$ cat src/rtl/mog_pkg.sv
package mog_pkg;
   // per-slot status bits kept for each buffer entry
   typedef struct packed {
      logic live;
      logic is_st;
      logic a_ok;
      logic d_ok;
   } mog_slot_t;
endpackage

$ cat src/rtl/mog_ptrs.sv
module mog_ptrs #(
   parameter int DEPTH = 8,
   localparam int IW = $clog2(DEPTH)
) (
   input  logic          clk,
   input  logic          rst_n,
   input  logic          push,
   input  logic          pop,
   input  logic          flush,
   output logic [IW-1:0] head,
   output logic [IW-1:0] tail,
   output logic          full
);
   localparam logic [IW:0] FULLV = (IW+1)'(DEPTH);

   logic [IW:0] count;

   always_ff @(posedge clk) begin
      if (!rst_n) begin
         head  <= '0;
         tail  <= '0;
         count <= '0;
      end else if (flush) begin
         tail  <= head;
         count <= '0;
      end else begin
         if (push) tail <= tail + 1'b1;
         if (pop)  head <= head + 1'b1;
         count <= count + {{IW{1'b0}}, push} - {{IW{1'b0}}, pop};
      end
   end

   assign full = (count == FULLV);

   a_r2_count_bound: assert property (@(posedge clk) disable iff (!rst_n)
      count <= FULLV);

   a_r10_flush_rewinds: assert property (@(posedge clk) disable iff (!rst_n)
      flush |=> (tail == $past(head)) && (count == '0));
endmodule

$ cat src/rtl/mog_slots.sv
module mog_slots
   import mog_pkg::*;
#(
   parameter int DEPTH = 8,
   parameter int AW    = 32,
   parameter int DW    = 32,
   localparam int IW   = $clog2(DEPTH)
) (
   input  logic                      clk,
   input  logic                      rst_n,
   input  logic                      push,
   input  logic                      push_st,
   input  logic [IW-1:0]             tail,
   input  logic                      pop,
   input  logic [IW-1:0]             head,
   input  logic                      flush,
   input  logic                      a_we,
   input  logic [IW-1:0]             a_idx,
   input  logic [AW-1:0]             a_val,
   input  logic                      d_we,
   input  logic [IW-1:0]             d_idx,
   input  logic [DW-1:0]             d_val,
   output mog_slot_t [DEPTH-1:0]     slot,
   output logic [DEPTH-1:0][AW-1:0]  s_addr,
   output logic [DEPTH-1:0][DW-1:0]  s_data
);
   for (genvar i = 0; i < DEPTH; i++) begin : g_slot
      localparam logic [IW-1:0] ME = IW'(i);

      always_ff @(posedge clk) begin
         if (!rst_n || flush) begin
            slot[i] <= '0;
         end else if (push && tail == ME) begin
            slot[i] <= '{live: 1'b1, is_st: push_st, a_ok: 1'b0, d_ok: 1'b0};
         end else begin
            if (pop && head == ME) slot[i].live <= 1'b0;
            if (a_we && a_idx == ME && slot[i].live) slot[i].a_ok <= 1'b1;
            if (d_we && d_idx == ME && slot[i].live && slot[i].is_st)
               slot[i].d_ok <= 1'b1;
         end
      end

      always_ff @(posedge clk) begin
         if (a_we && a_idx == ME) s_addr[i] <= a_val;
         if (d_we && d_idx == ME) s_data[i] <= d_val;
      end
   end
endmodule

$ cat src/rtl/mog_grant.sv
module mog_grant
   import mog_pkg::*;
#(
   parameter int DEPTH = 8,
   parameter int AW    = 32,
   localparam int IW   = $clog2(DEPTH)
) (
   input  logic [IW-1:0]             head,
   input  mog_slot_t [DEPTH-1:0]     slot,
   input  logic [DEPTH-1:0][AW-1:0]  s_addr,
   output logic [DEPTH-1:0]          grant
);
   for (genvar i = 0; i < DEPTH; i++) begin : g_ld
      logic [IW-1:0] age_me;
      logic          hold;

      assign age_me = IW'(i) - head;

      always_comb begin
         hold = 1'b0;
         for (int j = 0; j < DEPTH; j++) begin
            if (slot[j].live && slot[j].is_st &&
                ((IW'(j) - head) < age_me) &&
                (!slot[j].a_ok || s_addr[j] == s_addr[i]))
               hold = 1'b1;
         end
      end

      assign grant[i] = slot[i].live && !slot[i].is_st && slot[i].a_ok && !hold;
   end
endmodule

$ cat src/rtl/mem_order_guard.sv
module mem_order_guard
   import mog_pkg::*;
#(
   parameter int DEPTH = 8,
   parameter int AW    = 32,
   parameter int DW    = 32,
   localparam int IW   = $clog2(DEPTH)
) (
   input  logic             clk,
   input  logic             rst_n,
   input  logic             alloc_valid,
   input  logic             alloc_store,
   output logic [IW-1:0]    alloc_idx,
   output logic             full,
   input  logic             addr_valid,
   input  logic [IW-1:0]    addr_idx,
   input  logic [AW-1:0]    addr_val,
   input  logic             data_valid,
   input  logic [IW-1:0]    data_idx,
   input  logic [DW-1:0]    data_val,
   input  logic             commit_req,
   input  logic             flush,
   output logic [DEPTH-1:0] ld_grant,
   output logic             wr_en,
   output logic [AW-1:0]    wr_addr,
   output logic [DW-1:0]    wr_data
);
   if (DEPTH < 2 || (DEPTH & (DEPTH - 1)) != 0) begin : g_bad_depth
      $error("mem_order_guard: DEPTH must be a power of two of at least 2");
   end
   if (AW < 1 || DW < 1) begin : g_bad_width
      $error("mem_order_guard: AW and DW must be positive");
   end

   logic [IW-1:0]            head, tail;
   logic                     push, pop, head_ready;
   mog_slot_t [DEPTH-1:0]    slot;
   logic [DEPTH-1:0][AW-1:0] s_addr;
   logic [DEPTH-1:0][DW-1:0] s_data;
   mog_slot_t                hs;

   assign hs         = slot[head];
   assign head_ready = hs.live && hs.a_ok && (!hs.is_st || hs.d_ok);
   assign push       = alloc_valid && !full && !flush;
   assign pop        = commit_req && head_ready && !flush;

   mog_ptrs #(.DEPTH(DEPTH)) u_ptrs (
      .clk(clk), .rst_n(rst_n), .push(push), .pop(pop), .flush(flush),
      .head(head), .tail(tail), .full(full)
   );

   mog_slots #(.DEPTH(DEPTH), .AW(AW), .DW(DW)) u_slots (
      .clk(clk), .rst_n(rst_n),
      .push(push), .push_st(alloc_store), .tail(tail),
      .pop(pop), .head(head), .flush(flush),
      .a_we(addr_valid), .a_idx(addr_idx), .a_val(addr_val),
      .d_we(data_valid), .d_idx(data_idx), .d_val(data_val),
      .slot(slot), .s_addr(s_addr), .s_data(s_data)
   );

   mog_grant #(.DEPTH(DEPTH), .AW(AW)) u_grant (
      .head(head), .slot(slot), .s_addr(s_addr), .grant(ld_grant)
   );

   assign alloc_idx = tail;
   assign wr_en     = pop && hs.is_st;
   assign wr_addr   = s_addr[head];
   assign wr_data   = s_data[head];

   // a write leaves only from a ready head store, and the head moves on
   a_r7_write_from_head: assert property (@(posedge clk) disable iff (!rst_n)
      wr_en |-> (hs.is_st && hs.d_ok && hs.a_ok));
   a_r7_head_advance: assert property (@(posedge clk) disable iff (!rst_n)
      wr_en |=> (head == $past(head) + 1'b1));
   // a head load with a known address has nothing older to wait for
   a_r3_head_load_granted: assert property (@(posedge clk) disable iff (!rst_n)
      (hs.live && !hs.is_st && hs.a_ok) |-> ld_grant[head]);
   // an issue request while full changes nothing
   a_r2_full_ignores: assert property (@(posedge clk) disable iff (!rst_n)
      (alloc_valid && full && !pop && !flush) |=> (full && alloc_idx == $past(alloc_idx)));
   // no write in a flush cycle
   a_r10_flush_no_write: assert property (@(posedge clk) disable iff (!rst_n)
      flush |-> !wr_en);
endmodule

$ cat config.mk
export PLATFORM = sky130hd
export DESIGN_NAME = mem_order_guard
export DESIGN_NICKNAME = d
export VERILOG_FILES = /design/src/rtl/mog_pkg.sv /design/src/rtl/mog_ptrs.sv /design/src/rtl/mog_slots.sv /design/src/rtl/mog_grant.sv /design/src/rtl/mem_order_guard.sv
export SDC_FILE = /design/constraint.sdc
export NUM_CORES = 1
export LEC_CHECK = 0
export BUFFER_PORTS_ARGS = -buffer_cell sky130_fd_sc_hd__buf_2
export CAP_MARGIN = 20
export CORE_ASPECT_RATIO = 0.75
export CORE_UTILIZATION = 45
export CTS_CLUSTER_SIZE = 24
export DETAILED_ROUTE_END_ITERATION = 8
export PLACE_DENSITY = 0.63
export SETUP_SLACK_MARGIN = 0.05
export SLEW_MARGIN = 20
export SYNTH_ARGS = -nofsm -noshare
export SYNTH_HDL_FRONTEND = slang
export SYNTH_HIERARCHICAL = 1
export SYNTH_SLANG_ARGS = --single-unit
$ cat constraint.sdc
create_clock -name clk -period 4.23 [get_ports clk]
set_input_delay 0.2115 -clock clk [delete_from_list [all_inputs] [get_ports clk]]
set_output_delay 0.2115 -clock clk [all_outputs]
set_load 0.01 [all_outputs]
==> flow_metrics.env <==
export IMPL_status="finished with violations"
export IMPL_violations="setup timing"
export IMPL_grt_usage_pct=42.2
export IMPL_start_kind="flop"
export IMPL_slew_viol_final=0
export IMPL_drc=0
export IMPL_grt_first_pass_wirelength_um=216000
export IMPL_die_x_um=321
export IMPL_grt_max_degree=152
export IMPL_drt_first_pass_iters=6
export IMPL_hold_violations=0
export IMPL_timing_max_slew_rel_slack_pct=17.9
export IMPL_synth_top_area_share_pct=44.8
export IMPL_grt_pass1_vias=23600
export IMPL_critical_path_class="reg -> out"
export IMPL_cts_made_buffers=53
export IMPL_period_minus_slack_ns=4.31
export IMPL_hpwl_um=121000
export IMPL_yosysWarnings=6
export IMPL_drive_gt1_share_pct=22.1
export IMPL_yosysTopAreaCell="edfxtp_1"
export IMPL_synth_cells=2646
export IMPL_tightest_slew_ns=1.22
export IMPL_yosys_top_cells_area="edfxtp_1 45%, xnor2_1 23%, mux4_2 8.5%"
export IMPL_whs_ns=0.0283
export IMPL_syn_area_um2=34300
export IMPL_powerDensity_nw_per_um2=334
export IMPL_max_freq_mhz=232
export IMPL_dp_cells=3657
export IMPL_rsz0062_at_grt="no"
export IMPL_cts_tree="done"
export IMPL_htreeDepth=2
export IMPL_clk_latency_ns=0.65
export IMPL_fin_util_pct=50.6
export IMPL_crit_path_end_kind="output port"
export IMPL_routabilityCongestion=1.15
export IMPL_final_cells=3844
export IMPL_wl_um=166000
export IMPL_antenna_found_initial=7
export IMPL_cpPeakStageDelay_ns=1.16
export IMPL_die_area_um2=77400
export IMPL_required_ns=4.02
export IMPL_crit_fanout=8
export IMPL_finalCritPeriodShare_pct=102
export IMPL_maxCapViolCount=0
export IMPL_ir_drop_uv=400
export IMPL_pin_count=155
export IMPL_ys_seq_elements=554
export IMPL_syn_nets=2761
export IMPL_via_per_inst=6.71
export IMPL_clock_skew_ns=0.0284
export IMPL_crit_buf_inv=1
export IMPL_wl_per_cell_um=43.3
export IMPL_hold_class="in -> reg"
export IMPL_ys_flop_type="edfxtp_1"
export IMPL_die_y_um=241
export IMPL_ys_types=60
export IMPL_core_area_um2=75300
export IMPL_syn_avg_cell_area_um2=13.0
export IMPL_clk_pin_slew_worst_paths_ns=0.07
export IMPL_port_buffers=154
export IMPL_numClockSinks=554
export IMPL_synthArstFlopShare_pct=0
export IMPL_clockBufferDepth=3
export IMPL_num_vias=25800
export IMPL_cp_arrival_ns=4.10
export IMPL_setup_viol=3
export IMPL_fin_ws_ns=-0.0848
export IMPL_ys_seq_area_share_pct=47.2
export IMPL_ant_nets=0
export IMPL_syn_to_final_growth_pct=11.0
export IMPL_critical_path_top_delay_family="simple AND/OR/NAND/NOR gates"
export IMPL_start_util_pct=45.6
export IMPL_p_leak_nw=11.5
export IMPL_grt_overflow_total=0
export IMPL_drtIter0Drc=4614
export IMPL_crit_path_top_delay_cell="edfxtp_1"
export IMPL_nets=2888
export IMPL_fp_row_count=87
export IMPL_synth_edf_count=512
export IMPL_path_cells="xnor2_1, nand4_1, nor4_1, nand2_1, a211oi_1, or4_1, nor4_2, buf_2"
export IMPL_cts_root_buffer="clkbuf_16"
[registers in the layout, summed over array words and instances, names as in the netlist]
name	cells
u_slots/s_addr	256
u_ptrs/count	4
u_slots/s_data	256
u_slots/slot	32
u_ptrs/head	3
u_ptrs/tail	3
[power by group]
group | total, mW | switching, mW | internal [mW] | leakage [nW]
clock | 4.94 | 2.18 | 2.77 | 0.869
sequential | 6.58 | 0.420 | 6.16 | 4.99
combinational | 1.21 | 0.687 | 0.522 | 5.59
total | 12.7 | 3.28 | 9.44 | 11.5
[cell usage in the layout (no fill, tap or decap), drive strengths merged, types with 4 or more instances in the layout]
cell type    Yosys  layout
xnor2          901     901
clkbuf          23      71
nand4          228     228
dfxtp           42      42
or4              7       7
a211oi          28      28
inv             25      29
nand3b           4       4
a2111oi          9       9
nor2b            8       8
nand3           16      16
mux2            64      64
or3              4       4
mux4           130     130
xor2             6       6
and2             6       6
buf            282     308
nand2b           7       7
edfxtp         512     512
clkinv           0      17
nand4b           7       7
a21oi           51      51
and4b            6       6
dlygate4sd3      0      68
a31oi            8       8
mux2i           10      10
ha              36      36
bufinv           0       5
clkinvlp         0       4
nor4            65      65
and4bb           4       4
nor2            40      40
nand2           63      63
o21ai           15      15
[what timing repair did]
item / CTS / global route
setup endpoints to repair: 1 / 7
hold endpoints to repair: 527 / 0
pin swaps: 0 / 1
resized for setup: 1 / 11
hold buffers: 68 / 0
setup buffers: 0 / 15
[per-stage QoR]
stage	setup TNS, ns	instance area [um^2]	total power [mW]	worst slack (ns)
2_1_floorplan	0	34300	7.14	0.277
3_3_place_gp	0	35400	7.74	0.558
3_5_place_dp	0	35400	7.74	0.735
4_1_cts	0	37900	12.7	0.0579
5_1_grt	0	38100	13.0	0.0548
6_report	-0.186	38100	12.7	-0.0848
[synth_stat cells (all sizes together), types with 3 or more instances]
library cell	number
a2111oi	9
a211o	3
a211oi	28
a21oi	51
a31oi	8
and2	6
and3	3
and4b	6
and4bb	4
buf	282
clkbuf	23
dfxtp	42
edfxtp	512
ha	36
inv	25
mux2	64
mux2i	10
mux4	130
nand2	63
nand2b	7
nand3	16
nand3b	4
nand4	228
nand4b	7
nor2	40
nor2b	8
nor4	65
o21ai	15
o31ai	3
or3	4
or4	7
xnor2	901
xor2	6
[area by class of cell]
cell class / count / area [um^2]
fillers: 6601 / 37200
repair buffers: 377 / 2680
inverters: 25 / 93.8
diodes: 3 / 7.51
clock buffers: 70 / 1460
clock inverters: 30 / 337
well taps: 1023 / 1280
multi-input cells: 1762 / 16000
flip-flops and latches: 554 / 16200
[per-layer routing]
metal	vias to the layer above	track usage, %	part of all wire (%)
met3	352	17.4	16
met1	13300	60.4	41
li1	9868	-	-
met2	2261	56.2	39
met4	2	15.8	4.4
met5	-	0.0617	0.0054
[logic make-up after synthesis]
| group | Yosys count | share of synthesized area (%) |
|---|---|---|
| buf+inv | 330 | 6.49 |
| mux | 204 | 10.9 |
| xor+xnor | 907 | 23.1 |
| fa+ha+maj | 37 | 1.37 |
| flops | 554 | 47.2 |
| simple gates | 481 | 8.34 |
| compound gates | 133 | 2.49 |
[path summary, 6_finish.rpt]
check                           slack (ns)                           end  depth (start not counted)                          start
worst max register to register        0.86    u_ptrs/count[2]$_SDFF_PP0_                         11    u_ptrs/head[1]$_SDFFE_PN0P_
worst min register to register        0.47  u_slots/slot[4]$_SDFFE_PP0P_                          2   u_slots/slot[4]$_SDFFE_PP0P_
worst max-delay path                 -0.08                   ld_grant[0]                          8  u_slots/s_addr[147]$_DFFE_PP_
worst min-delay path                  0.03   u_slots/s_data[1]$_DFFE_PP_                          2                    data_idx[1]
No activity file was read; power rests on OpenSTA's default activity.
